### src/rtl/xb_pkg.sv
package xb_pkg;
    localparam int PPN_W  = 27;
    localparam int PERM_W = 4;
    localparam int ASN_W  = 7;
    localparam int GH_W   = 2;

    localparam int PPN_LSB  = 32;
    localparam int RD_LSB   = 8;
    localparam int WR_LSB   = 12;
    localparam int FRD_BIT  = 1;
    localparam int FWR_BIT  = 2;
    localparam int GBL_BIT  = 4;
    localparam int GH_LSB   = 5;
    localparam int ASN_LSB  = 57;

    typedef enum logic [2:0] {
        CMD_ASN        = 3'd0,
        CMD_PTE        = 3'd1,
        CMD_INSERT     = 3'd2,
        CMD_FLUSH_ALL  = 3'd3,
        CMD_FLUSH_PROC = 3'd4,
        CMD_FLUSH_ONE  = 3'd5
    } xb_cmd_e;

    typedef struct packed {
        logic [PPN_W-1:0]  ppn;
        logic [PERM_W-1:0] rd;
        logic [PERM_W-1:0] wr;
        logic              frd;
        logic              fwr;
        logic              gbl;
    } xb_attr_t;
endpackage

### src/rtl/xb_victim.sv
module xb_victim #(
    parameter int N     = 8,
    parameter int IDX_W = $clog2(N)
) (
    input  logic             clk,
    input  logic             rst_n,
    input  logic             adv,
    output logic [IDX_W-1:0] ptr
);
    localparam logic [IDX_W-1:0] LAST = IDX_W'(N - 1);

    always_ff @(posedge clk) begin
        if (!rst_n)
            ptr <= '0;
        else if (adv)
            ptr <= (ptr == LAST) ? '0 : ptr + 1'b1;
    end

    // pointer only moves on an accepted fresh insert
    a_r8_hold: assert property (@(posedge clk) disable iff (!rst_n)
        !adv |=> $stable(ptr));
    a_r8_step: assert property (@(posedge clk) disable iff (!rst_n)
        adv |=> ptr != $past(ptr));
endmodule

### src/rtl/xb_entry_array.sv
module xb_entry_array
    import xb_pkg::*;
#(
    parameter int N     = 8,
    parameter int VPN_W = 20,
    parameter int IDX_W = $clog2(N)
) (
    input  logic             clk,
    input  logic             rst_n,
    input  logic             wr_en,
    input  logic [IDX_W-1:0] wr_idx,
    input  logic [VPN_W-1:0] wr_vpn,
    input  logic [ASN_W-1:0] wr_asn,
    input  xb_attr_t         wr_attr,
    input  logic             inv_all,
    input  logic             inv_proc,
    input  logic             inv_one,
    input  logic [VPN_W-1:0] lk_vpn,
    input  logic [ASN_W-1:0] lk_asn,
    output logic [N-1:0]     hit_vec,
    output logic [N-1:0]     same_vec,
    output logic [N-1:0]     valid_vec,
    output logic [N-1:0]     gbl_vec,
    output xb_attr_t         attr_arr [N]
);
    logic [VPN_W-1:0] vpn_q [N];
    logic [ASN_W-1:0] asn_q [N];

    for (genvar i = 0; i < N; i++) begin : g_ent
        logic drop;
        assign drop = inv_all
                    | (inv_proc & ~attr_arr[i].gbl)
                    | (inv_one & (vpn_q[i] == wr_vpn) & (asn_q[i] == wr_asn));

        always_ff @(posedge clk) begin
            if (!rst_n) begin
                valid_vec[i] <= 1'b0;
                vpn_q[i]     <= '0;
                asn_q[i]     <= '0;
                attr_arr[i]  <= '0;
            end else if (wr_en && wr_idx == IDX_W'(i)) begin
                valid_vec[i] <= 1'b1;
                vpn_q[i]     <= wr_vpn;
                asn_q[i]     <= wr_asn;
                attr_arr[i]  <= wr_attr;
            end else if (drop) begin
                valid_vec[i] <= 1'b0;
            end
        end

        assign hit_vec[i]  = valid_vec[i] & (vpn_q[i] == lk_vpn)
                           & (attr_arr[i].gbl | (asn_q[i] == lk_asn));
        assign same_vec[i] = valid_vec[i] & (vpn_q[i] == wr_vpn)
                           & (asn_q[i] == wr_asn);
        assign gbl_vec[i]  = attr_arr[i].gbl;
    end

    // flush-all leaves nothing valid
    a_r5_flush_all: assert property (@(posedge clk) disable iff (!rst_n)
        inv_all |=> valid_vec == '0);
    // flush-non-global leaves only global entries
    a_r6_flush_proc: assert property (@(posedge clk) disable iff (!rst_n)
        inv_proc |=> (valid_vec & ~gbl_vec) == '0);
endmodule

### src/rtl/xb_pick.sv
module xb_pick
    import xb_pkg::*;
#(
    parameter int N = 8
) (
    input  logic [N-1:0] hit_vec,
    input  xb_attr_t     attr_arr [N],
    output logic         hit,
    output xb_attr_t     attr
);
    always_comb begin
        attr = '0;
        for (int i = N - 1; i >= 0; i--) begin
            if (hit_vec[i])
                attr = attr_arr[i];
        end
    end

    assign hit = |hit_vec;
endmodule

### src/rtl/xb_ctrl.sv
module xb_ctrl
    import xb_pkg::*;
#(
    parameter int N_ENT      = 8,
    parameter int VPN_W      = 20,
    parameter int PAGE_SHIFT = 13
) (
    input  logic                clk,
    input  logic                rst_n,
    input  logic                cfg_we,
    input  logic [2:0]          cfg_sel,
    input  logic [63:0]         cfg_data,
    input  logic [VPN_W-1:0]    lk_vpn,
    input  logic [ASN_W-1:0]    lk_asn,
    output logic                lk_hit,
    output logic [PPN_W-1:0]    lk_ppn,
    output logic [PERM_W-1:0]   lk_rd_en,
    output logic [PERM_W-1:0]   lk_wr_en,
    output logic                lk_fault_rd,
    output logic                lk_fault_wr,
    output logic                ins_err
);
    localparam int IDX_W = $clog2(N_ENT);

    xb_cmd_e cmd;
    logic    do_asn, do_pte, do_ins, do_fall, do_fproc, do_fone;

    assign cmd = xb_cmd_e'(cfg_sel);

    always_comb begin
        do_asn   = 1'b0;
        do_pte   = 1'b0;
        do_ins   = 1'b0;
        do_fall  = 1'b0;
        do_fproc = 1'b0;
        do_fone  = 1'b0;
        if (cfg_we) begin
            unique case (cmd)
                CMD_ASN:        do_asn   = 1'b1;
                CMD_PTE:        do_pte   = 1'b1;
                CMD_INSERT:     do_ins   = 1'b1;
                CMD_FLUSH_ALL:  do_fall  = 1'b1;
                CMD_FLUSH_PROC: do_fproc = 1'b1;
                CMD_FLUSH_ONE:  do_fone  = 1'b1;
                default: ;
            endcase
        end
    end

    // staged registers
    logic [ASN_W-1:0] asn_r;
    xb_attr_t         pte_r;
    logic [GH_W-1:0]  gh_r;

    always_ff @(posedge clk) begin
        if (!rst_n) begin
            asn_r <= '0;
            pte_r <= '0;
            gh_r  <= '0;
        end else begin
            if (do_asn)
                asn_r <= cfg_data[ASN_LSB +: ASN_W];
            if (do_pte) begin
                pte_r.ppn <= cfg_data[PPN_LSB +: PPN_W];
                pte_r.rd  <= cfg_data[RD_LSB +: PERM_W];
                pte_r.wr  <= cfg_data[WR_LSB +: PERM_W];
                pte_r.frd <= cfg_data[FRD_BIT];
                pte_r.fwr <= cfg_data[FWR_BIT];
                pte_r.gbl <= cfg_data[GBL_BIT];
                gh_r      <= cfg_data[GH_LSB +: GH_W];
            end
        end
    end

    // insert / flush datapath
    logic [VPN_W-1:0] va_vpn;
    logic             ins_ok, ins_bad, same_any, adv;
    logic [IDX_W-1:0] same_idx, vict_idx, wr_idx;
    logic [N_ENT-1:0] hit_vec, same_vec, valid_vec, gbl_vec;
    xb_attr_t         attr_arr [N_ENT];
    xb_attr_t         lk_attr;

    assign va_vpn   = cfg_data[PAGE_SHIFT +: VPN_W];
    assign ins_ok   = do_ins & (gh_r == '0);
    assign ins_bad  = do_ins & (gh_r != '0);
    assign same_any = |same_vec;

    always_comb begin
        same_idx = '0;
        for (int i = N_ENT - 1; i >= 0; i--) begin
            if (same_vec[i])
                same_idx = IDX_W'(i);
        end
    end

    assign adv    = ins_ok & ~same_any;
    assign wr_idx = same_any ? same_idx : vict_idx;

    xb_victim #(.N(N_ENT), .IDX_W(IDX_W)) u_victim (
        .clk   (clk),
        .rst_n (rst_n),
        .adv   (adv),
        .ptr   (vict_idx)
    );

    xb_entry_array #(.N(N_ENT), .VPN_W(VPN_W), .IDX_W(IDX_W)) u_array (
        .clk       (clk),
        .rst_n     (rst_n),
        .wr_en     (ins_ok),
        .wr_idx    (wr_idx),
        .wr_vpn    (va_vpn),
        .wr_asn    (asn_r),
        .wr_attr   (pte_r),
        .inv_all   (do_fall),
        .inv_proc  (do_fproc),
        .inv_one   (do_fone),
        .lk_vpn    (lk_vpn),
        .lk_asn    (lk_asn),
        .hit_vec   (hit_vec),
        .same_vec  (same_vec),
        .valid_vec (valid_vec),
        .gbl_vec   (gbl_vec),
        .attr_arr  (attr_arr)
    );

    xb_pick #(.N(N_ENT)) u_pick (
        .hit_vec  (hit_vec),
        .attr_arr (attr_arr),
        .hit      (lk_hit),
        .attr     (lk_attr)
    );

    assign lk_ppn      = lk_attr.ppn;
    assign lk_rd_en    = lk_attr.rd;
    assign lk_wr_en    = lk_attr.wr;
    assign lk_fault_rd = lk_attr.frd;
    assign lk_fault_wr = lk_attr.fwr;

    always_ff @(posedge clk) begin
        if (!rst_n)
            ins_err <= 1'b0;
        else
            ins_err <= ins_bad;
    end

    // refused insert raises the flag and touches no entry
    a_r4_err_flag: assert property (@(posedge clk) disable iff (!rst_n)
        ins_bad |=> ins_err);
    a_r4_no_change: assert property (@(posedge clk) disable iff (!rst_n)
        ins_bad |=> $stable(valid_vec));
    a_r4_err_cause: assert property (@(posedge clk) disable iff (!rst_n)
        !ins_bad |=> !ins_err);
endmodule

### config.mk
export PLATFORM = sky130hd
export DESIGN_NAME = xb_ctrl
export DESIGN_NICKNAME = d
export VERILOG_FILES = /design/src/rtl/xb_pkg.sv /design/src/rtl/xb_victim.sv /design/src/rtl/xb_entry_array.sv /design/src/rtl/xb_pick.sv /design/src/rtl/xb_ctrl.sv
export SDC_FILE = /design/constraint.sdc
export NUM_CORES = 1
export LEC_CHECK = 0
export BUFFER_PORTS_ARGS = -buffer_cell sky130_fd_sc_hd__buf_2
export CAP_MARGIN = 20
export CORE_MARGIN = 3
export CORE_UTILIZATION = 55
export CTS_CLUSTER_DIAMETER = 50
export DETAILED_ROUTE_END_ITERATION = 6
export MAX_ROUTING_LAYER = met4
export PLACE_DENSITY = 0.75
export SETUP_SLACK_MARGIN = 0.1
export SYNTH_ARGS = -nofsm -noshare
export SYNTH_HDL_FRONTEND = slang
export SYNTH_SLANG_ARGS = --single-unit
### constraint.sdc
create_clock -name clk -period 3.8 [get_ports clk]
set_clock_uncertainty 0.2 [all_clocks]
set_input_delay 0.19 -clock clk [delete_from_list [all_inputs] [get_ports clk]]
set_output_delay 0.19 -clock clk [all_outputs]
set_load 0.01 [all_outputs]
# [Word-level counts from Yosys, hierarchy flattened]
# Memory sizes are Yosys's and may differ from the RTL's.
# Index checks and enable logic that the tools add are counted.
[totals] reg_bits=363 ram_bits=216 input_bits=97 word_cells=331 memories=2
[mem_list] name="u_array.vpn_q" words=8 word_bits=20 read_ports=8 rd_ports_with_merged_regs=0 wr=8 line_no="xb_entry_array.sv:26" text="logic [VPN_W-1:0] vpn_q [N];"
[mem_list] name="u_array.asn_q" words=8 word_bits=7 read_ports=8 rd_ports_with_merged_regs=0 wr=8 line_no="xb_entry_array.sv:27" text="logic [ASN_W-1:0] asn_q [N];"
[classes] n_addsub=1 eq_ne=45 muxes=87 bitwise_logic=108 reduce_logical=22
[ops] op="20-bit == test" count=16
[ops] op="38-bit 2-to-1 mux" count=8
[ops] op="20-bit 2-to-1 mux" count=8
[ops] op="7-bit == test" count=16
[ops] op="1-bit bitwise AND" count=59
[ops] op="7-bit 2-to-1 mux" count=8
[ops] op="1-bit 2-to-1 mux" count=53
[ops] op="1-bit OR" count=40
[ops] op="3-bit 2-to-1 mux" count=10
[ops] op="3-bit == test (second input constant)" count=7
[ops] op="2-bit nonzero test" count=9
[ops] op="8-bit OR reduction" count=2
[ops] op="3-bit by 2-bit == test with 1-bit output (second input constant)" count=4
[ops] op="1-bit NOT" count=9
[ops] op="1-bit logical AND" count=8
[ops] op="3-bit by 1-bit == test with 1-bit output (second input constant)" count=2
[ops] op="3-bit zero test" count=2
[ops] op="3-bit by 1-bit adder with 3-bit output (second input constant)" count=1
[ops] op="2-bit zero test" count=1

# [Depth between registers and ports, before layout]
# Gate-level depths: netlist (run 1).
[logic_depth] ltp_word=18 depth_mapped=14 ltp_nobuf=9

# [Cells and area by module]
# From an unflattened synthesis (run 1), not the netlist that was laid out.
[hier_totals] hier_cells=2507 area_unflattened_um2=27377.5
[by_module_without_submodules] mod="xb_entry_array" n_inst=1 cells_each=1938 area_each_um2=22928.2 seq_area_each_um2=12732.2
[by_module_without_submodules] mod="xb_pick" n_inst=1 cells_each=330 area_each_um2=2213.4 seq_area_each_um2=0.0
[by_module_without_submodules] mod="xb_ctrl" n_inst=1 cells_each=226 area_each_um2=2088.3 seq_area_each_um2=960.9
[by_module_without_submodules] mod="xb_victim" n_inst=1 cells_each=13 area_each_um2=147.6 seq_area_each_um2=60.1

# [Worst setup path after synthesis (run 1)]
# No wires, ideal clock.
[synth_path] kind="register -> register" startpoint="register asn_r[5]" endpoint="memory u_array.asn_q[2][0] (netlist: u_array.asn_q[0][14]), enable pin" setup_time_ns=0.382 t_arrival_ns=2.840 t_required_ns=3.218 slack_ns=0.379 path_stages_with_launch=13 n_path_buf=3 synth_period_minus_slack_ns=3.421 cell_sequence="dfxtp_1 buf_2 xnor2_1 nand4_1 nor4_2 nand4_1 a32oi_1 o22ai_1 nor2_2 a21oi_1 buf_2 buf_2 inv_1"
[synth_lines] element="start: declaration" line_no="xb_ctrl.sv:51" text="logic [ASN_W-1:0] asn_r;"
[synth_lines] element="start signal: assignment" line_no="xb_ctrl.sv:62" text="asn_r <= cfg_data[ASN_LSB +: ASN_W];"
[synth_lines] element="end: declaration" line_no="xb_entry_array.sv:27"

==> impl_metrics.py, run 1 <==
metrics = {
    "status": {
        "outcome": "finished, violations left",
        "failed_checks": "DRC",
    },
    "placement": {
        "placed_cell_area_um2": 29410,
        "detailed_place_hpwl_mm": 55.40,
        "place.port_buffers": 132,
        "place.detailed.instances": 3216,
        "gp_congestion": 0.9567,
    },
    "logic_synthesis": {
        "synth.lib_cells_used.distinct": 56,
        "seq_area_frac_synth_pct": 50.01,
        "synthDominantCellAreaShare_pct": 26.43,
        "synth_largest_area_cell": "sky130_fd_sc_hd__dfxtp_1",
        "synthCells": 2558,
        "yosys_register_bits": 579,
        "synth_async_sr_flop_share_pct": 0,
        "dominantRegCellSynth": "sky130_fd_sc_hd__dfxtp_1",
        "synth.avg_cell_area_um2": 10.75,
        "syn-num-nets": 2657,
        "leading_cell_type_by_number_of_instances_after_synthesis": "sky130_fd_sc_hd__dfxtp_1",
        "synth_warnings": 0,
        "synth.cells.most_frequent": "363 x sky130_fd_sc_hd__dfxtp_1, 304 x sky130_fd_sc_hd__a22o_1, 285 x sky130_fd_sc_hd__xnor2_1, 222 x sky130_fd_sc_hd__and2_1, 216 x sky130_fd_sc_hd__edfxtp_1",
        "number_of_flops_mapped_to_enable_cells_by_yosys": 216,
        "synth_top_cells_by_area": "sky130_fd_sc_hd__dfxtp_1 26%, sky130_fd_sc_hd__edfxtp_1 24%, sky130_fd_sc_hd__a22o_1 9.7%, sky130_fd_sc_hd__xnor2_1 9.1%, sky130_fd_sc_hd__and2_1 5.1%",
        "netlist_area_um2": 27500,
    },
    "timing": {
        "hold_viol": 0,
        "period_needed_ps": 3790,
        "finalMaxSlewViolations": 0,
        "clock.fmax_ghz": 0.2638,
        "total_setup_violations_reported_at_the_end_of_the_flow": 0,
        "slew_headroom_pct": 17.49,
        "layout_worst_path_cycle_share_pct": 99.75,
        "rsz0062_at_grt": "true",
        "tightestPinTransition_ps": 1222,
    },
    "pwr": {
        "powerDensity_nw_per_um2": 429.2,
        "power.static_leakage_nw": 12.76,
        "report.power.total_mw": 14.33,
        "vdd_drop_max_mv": 0.3665,
    },
    "cts": {
        "clock_latency_ps": 620,
        "numCtsBuffers": 67,
        "clock_tree.root_cell": "sky130_fd_sc_hd__clkbuf_16",
        "worst_setup_hold_path_clk_slew_ps": 60,
        "cts_max_path_buffers": 3,
        "htreeDepth": 3,
        "clkSinkCount": 579,
        "tritoncts": "done",
    },
    "floorplanning": {
        "die-height_um": 229.6,
        "io-pin-count": 136,
        "fp.dieW_um": 229.6,
        "fp.dieArea_um2": 52720,
        "core_region_area_um2": 49150,
        "num_rows": 81,
        "initial_core_util_pct": 55.95,
    },
    "routing": {
        "drt_first_pass_iters": 7,
        "drt.antenna.violating_nets": 0,
        "vias": 22500,
        "drt-initial-drc-count": 2875,
        "routed_via_density": 6.508,
        "drt_drc_violations_left": 10,
        "drt-wirelength-per-cell_um": 27.11,
        "postRouteWirelength_mm": 93.71,
    },
    "global_routing": {
        "final_global_route_overflow_total": 0,
        "largest_net_degree_at_the_start_of_global_routing": 74,
        "grt.total_usage_pct": 34.73,
        "antenna_found_initial": 2,
        "wire_length_of_the_first_global_routing_pass_mm": 135.7,
        "first_global_vias": 22050,
    },
    "critical_path": {
        "cp_slowest_stage_delay_ps": 550,
        "critical_path.max_fanout": 45,
        "start_kind": "register",
        "worstSetupPathType": "reg2reg",
        "cp_cell_sequence": "buf_4 > xor2_1 > nor3_1 > nor4b_1 > a32oi_1 > and4_1 > o21a_1 > nand2_1 > nor2_4 > buf_12 > and2_1",
        "kind_of_cell_with_the_highest_combined_delay_on_the_critical_path": "simple AND/OR/NAND/NOR gates",
        "worstPathArrival_ps": 3930,
        "end_kind": "register",
        "timing.critical_path.required_ps": 3940,
        "critPathBufInv": 2,
        "worst_path_max_delay_cell": "sky130_fd_sc_hd__nor3_1",
    },
    "final_layout": {
        "finish.cell_count_without_fillers": 3457,
        "layout-drive-gt1-share_pct": 17.91,
        "fin_area_um2": 33390,
        "flow.area_growth_from_synthesis_pct": 21.42,
        "design.final.nets": 2839,
    },
    "hold_path": {
        "hp-class": "in2reg",
    },
    "job": {
        "maxCapViolations": 0,
    },
}
## metal layers
metal	part of all wire, %	global-route usage, %	up-vias	wire [um]
met5	0	-	-	0
met4	5.3	16.59	0	5008
met3	11	6.032	323	10370
met2	45	52.61	1576	42420
met1	38	45.42	11080	35910
li1	-	-	9516	-
## sequential cells by signal, indices dropped and copies added, names as in the netlist
signal,cells
asn_r,7
gh_r,2
ins_err,1
pte_r,38
u_array.asn_q,56
u_array.attr_arr,304
u_array.valid_vec,8
u_array.vpn_q,160
u_victim.ptr,3
## logic make-up after synthesis
family          after synthesis  share of synthesized area (%)
fa+ha+maj                     2                        0.09098
flops                       579                          50.01
mux                          47                          1.715
xor+xnor                    432                          13.76
compound gates              540                          15.87
buf+inv                     320                          5.469
simple gates                638                          13.08
## layout by cell type, fill, tap and decap left out, types with 36 or more instances in the layout
| master | n |
|---|---|
| sky130_fd_sc_hd__a22o_1 | 304 |
| sky130_fd_sc_hd__clkbuf_16 | 78 |
| sky130_fd_sc_hd__dlygate4sd3_1 | 63 |
| sky130_fd_sc_hd__dfxtp_1 | 362 |
| sky130_fd_sc_hd__nor2_1 | 64 |
| sky130_fd_sc_hd__nand2_1 | 91 |
| sky130_fd_sc_hd__o211ai_1 | 43 |
| sky130_fd_sc_hd__nand2b_1 | 38 |
| sky130_fd_sc_hd__inv_1 | 51 |
| sky130_fd_sc_hd__buf_2 | 132 |
| sky130_fd_sc_hd__edfxtp_1 | 216 |
| sky130_fd_sc_hd__mux2i_1 | 46 |
| sky130_fd_sc_hd__a21oi_1 | 44 |
| sky130_fd_sc_hd__nand4_1 | 77 |
| sky130_fd_sc_hd__xnor2_1 | 279 |
| sky130_fd_sc_hd__and2_1 | 221 |
| sky130_fd_sc_hd__xor2_1 | 147 |
| sky130_fd_sc_hd__buf_4 | 109 |
| sky130_fd_sc_hd__buf_12 | 48 |
| sky130_fd_sc_hd__and3_1 | 36 |
## worst reg2reg max path, delay by kind of cell (launching register included)
kind / cells / cell delay, ps
AND/OR/NAND/NOR: 6 / 1870
AO/OA/AOI/OAI: 2 / 500
flip-flops: 1 / 440
buffers and inverters: 2 / 370
XOR/XNOR: 1 / 150
## per-stage QoR
| stage | setup TNS [ps] | util (%) | hold slack [ps] | setup slack (ps) |
|---|---|---|---|---|
| 3_3_place_gp | 0 | 59.78 | 230.5 | 147.1 |
| 4_1_cts | 0 | 66.78 | 14.38 | 27.23 |
| 2_1_floorplan | 0 | - | 125.7 | 378.7 |
| 5_1_grt | -991.7 | 67.93 | 35.17 | -99.58 |
| 3_5_place_dp | 0 | 59.84 | 237.7 | 131.1 |
| 6_report | 0 | 67.93 | 53.05 | 9.545 |
## cell type report
cell class | instances | area (um^2)
repair buffers | 377 | 3550
inverters | 53 | 198.9
fillers | 3568 | 15760
multi-input cells | 1662 | 12780
flip-flops and latches | 579 | 13750
clock inverters | 32 | 374.1
well taps | 664 | 830.8
clock buffers | 88 | 1899
diodes | 2 | 5.005
## power breakdown
group	internal (mW)	switching, mW	total, mW
logic	0.399	0.619	1.02
clock network	3.97	2.72	6.69
registers	6.52	0.109	6.63
## path summary, 6_finish.rpt
kind                               from                    end  slack [ps]  cells past startpoint
hold reg to reg   u_array.attr_arr[242]  u_array.attr_arr[242]         270                      1
setup reg to reg   u_array.vpn_q[1][55]    u_array.asn_q[0][6]          10                     11
hold / removal               cfg_sel[0]               asn_r[6]          50                      5
setup / recovery   u_array.vpn_q[1][55]    u_array.asn_q[0][6]          10                     11
## what timing repair did
action,in CTS,in global routing
resized for setup,34,36
endpoints found under the setup margin,38,226
setup buffers,23,17
endpoints found under the hold margin,108,0
cloned,6,10
pin swaps,34,44
hold buffers,63,0
Note: power is estimated with default switching activity, not from simulation.
==> run 2, diff against run 1 <==
==> constraint.sdc (replaced) <==
create_clock -name clk -period 3.8 [get_ports clk]
set_clock_uncertainty 0.2 [all_clocks]
set_input_delay 0.76 -clock clk [delete_from_list [all_inputs] [get_ports clk]]
set_output_delay 0.76 -clock clk [all_outputs]
set_load 0.01 [all_outputs]
==> run 2 against run 1 <==
The flow finishes with violations (setup timing). Wire length up 20%. Clock power increased by 2%. Total power grew 3.9%. Via count is 7.1% higher. Critical endpoint is now lk_ppn[26]. Largest cell class unchanged. Largest power group unchanged.
==> impl_metrics.py, run 2 (synthesis gave the netlist of run 1 again) <==
metrics = {
    "status": {
        "failed_checks": "setup timing",
        "outcome": "finished, violations left",
    },
    "critical_path": {
        "cp_slowest_stage_delay_ps": 420,
        "start_kind": "register",
        "end_kind": "output pin",
        "timing.critical_path.required_ps": 2840,
        "cp_cell_sequence": "xnor2_2 > buf_4 > nand4_1 > nor4_2 > buf_4 > nand4_1 > buf_6 > nor2_4 > buf_4 > buf_12 > a221o_1 > o211ai_1 > a31oi_2 > buf_2",
        "critical_path.max_fanout": 17,
        "crit_top_cell": "sky130_fd_sc_hd__buf_4",
        "worstPathArrival_ps": 3670,
        "worstSetupPathType": "reg2out",
        "worst_path_max_delay_cell": "sky130_fd_sc_hd__edfxtp_1",
    },
    "cts": {
        "clkSinkCount": 579,
        "clock_tree.root_cell": "sky130_fd_sc_hd__clkbuf_16",
        "clock_latency_ps": 620,
        "htreeDepth": 3,
        "numCtsBuffers": 69,
        "worst_setup_hold_path_clk_slew_ps": 60,
        "cts_max_path_buffers": 3,
        "holdBufCountCts": 0,
        "tritoncts": "done",
    },
    "global_routing": {
        "wire_length_of_the_first_global_routing_pass_mm": 148.9,
        "grt.total_usage_pct": 39.04,
        "final_global_route_overflow_total": 0,
        "antenna_found_initial": 6,
        "largest_net_degree_at_the_start_of_global_routing": 42,
        "first_global_vias": 22660,
    },
    "pwr": {
        "power.static_leakage_nw": 14.47,
        "vdd_drop_max_mv": 0.4735,
        "powerDensity_nw_per_um2": 407.3,
    },
    "placement": {
        "placed_cell_area_um2": 31770,
        "detailed_place_hpwl_mm": 70.23,
        "place.port_buffers": 132,
        "gp_congestion": 1.042,
    },
    "final_layout": {
        "layout.core_utilization_pct": 74.36,
        "design.final.nets": 3095,
        "layout-drive-gt1-share_pct": 29.11,
        "registers.top_by_ff_count": "u_array.attr_arr",
        "biggestRegsByFlops": "u_array.attr_arr (304), u_array.vpn_q (160), u_array.asn_q (56)",
        "most_frequent_standard_cell_in_the_layout_excluding_fill_and_tap_cells": "sky130_fd_sc_hd__dfxtp_1",
        "flow.area_growth_from_synthesis_pct": 32.91,
        "fin_area_um2": 36550,
        "largest_register_ff_count": 304,
        "most-common-layout-cells": "360 x sky130_fd_sc_hd__dfxtp_1, 326 x sky130_fd_sc_hd__buf_4, 304 x sky130_fd_sc_hd__a22o_1",
    },
    "routing": {
        "drt-wirelength-per-cell_um": 30.25,
        "drt_first_pass_iters": 6,
        "routed_via_density": 6.490,
        "vias": 24110,
        "drt.antenna.violating_nets": 0,
        "drt_drc_violations_left": 0,
        "drt-initial-drc-count": 3643,
        "postRouteWirelength_mm": 112.4,
    },
    "timing": {
        "slew_headroom_pct": 33.47,
        "tns_ps": -68020,
        "tightestPinTransition_ps": 985.0,
        "layout_worst_path_cycle_share_pct": 121.8,
        "total_setup_violations_reported_at_the_end_of_the_flow": 448,
        "hold_viol": 0,
        "period_needed_ps": 4629,
        "finalMaxSlewViolations": 0,
        "fin_ws_ps": -829.2,
        "clock.fmax_ghz": 0.2160,
        "rsz0062_at_grt": "true",
    },
    "floorplanning": {
        "core_region_area_um2": 49150,
        "fp.dieArea_um2": 52720,
        "io-pin-count": 136,
        "die-height_um": 229.6,
        "fp.dieW_um": 229.6,
        "initial_core_util_pct": 55.95,
        "num_rows": 81,
    },
    "job": {
        "maxCapViolations": 0,
    },
    "hold_path": {
        "hp-class": "in2reg",
    },
}
## run 2: changes by cell type in the layout (fill, tap and decap cells not counted), sizes merged
cell / delta
nor2: -1
clkbuf: +30
diode: +4
buf: +295
bufinv: -3
clkinv: -9
nor2b: -1
clkinvlp: +11
dlygate4sd3: -63
inv: -6
## run 2: final cells by class
type,count,area [um^2]
diodes,6,15.01
clock buffers,94,2077
clock inverters,25,274.0
fillers,3214,12600
inverters,53,229.0
multi-input cells,1660,12880
flip-flops and latches,579,13760
well taps,664,830.8
repair buffers,633,6490
## run 2: timing repair
item	4_1_cts	5_1_grt
pin swaps	29	153
gates resized for setup	78	114
setup endpoints to repair	747	703
gates cloned	7	45
buffers inserted	21	33
## run 2: layer usage
metal	routed length [um]	vias to the layer above	GRT usage [%]	share of wire [%]
met5	0	-	-	0
met2	47840	1895	56.30	43
li1	-	10070	-	-
met3	15580	410	8.358	14
met1	42990	11730	54.22	38
met4	5948	0	14.37	5.3
## run 2: worst paths after layout
check        slack (ps)  depth (start not counted)               endpoint             startpoint
max                -830                         14             lk_ppn[26]   u_array.vpn_q[1][50]
min                 180                          3              pte_r[15]           cfg_data[36]
max reg2reg        -260                         17   u_array.asn_q[1][22]   u_array.asn_q[0][14]
min reg2reg         270                          1  u_array.attr_arr[169]  u_array.attr_arr[169]
## run 2: worst max-delay path, delay by kind of cell (launching register included)
kind | cells | cell delay, ps
flip-flops | 1 | 420
AND/OR/NAND/NOR | 4 | 810
AO/OA/AOI/OAI | 3 | 590
XOR/XNOR | 1 | 170
buffers and inverters | 6 | 1050
## run 2: power by group
group | switching (mW) | internal (mW) | leakage [nW] | total [mW]
sequential | 0.124 | 6.52 | 5.16 | 6.64
clock | 2.77 | 4.07 | 1.16 | 6.83
combinational | 0.803 | 0.606 | 8.16 | 1.41
total | 3.69 | 11.2 | 14.5 | 14.9
## run 2: through the flow
| step | power (mW) | instances | setup WS (ps) | hold slack (ps) |
|---|---|---|---|---|
| 2_1_floorplan | 7.314 | 2558 | 76.42 | 240.0 |
| 3_3_place_gp | 7.922 | 3486 | -757.8 | 252.0 |
| 3_5_place_dp | 7.932 | 3486 | -707.7 | 255.8 |
| 4_1_cts | 14.66 | 3633 | -701.8 | 166.2 |
| 5_1_grt | 15.16 | 3713 | -873.9 | 183.1 |
| 6_report | 14.89 | 3714 | -829.2 | 179.5 |
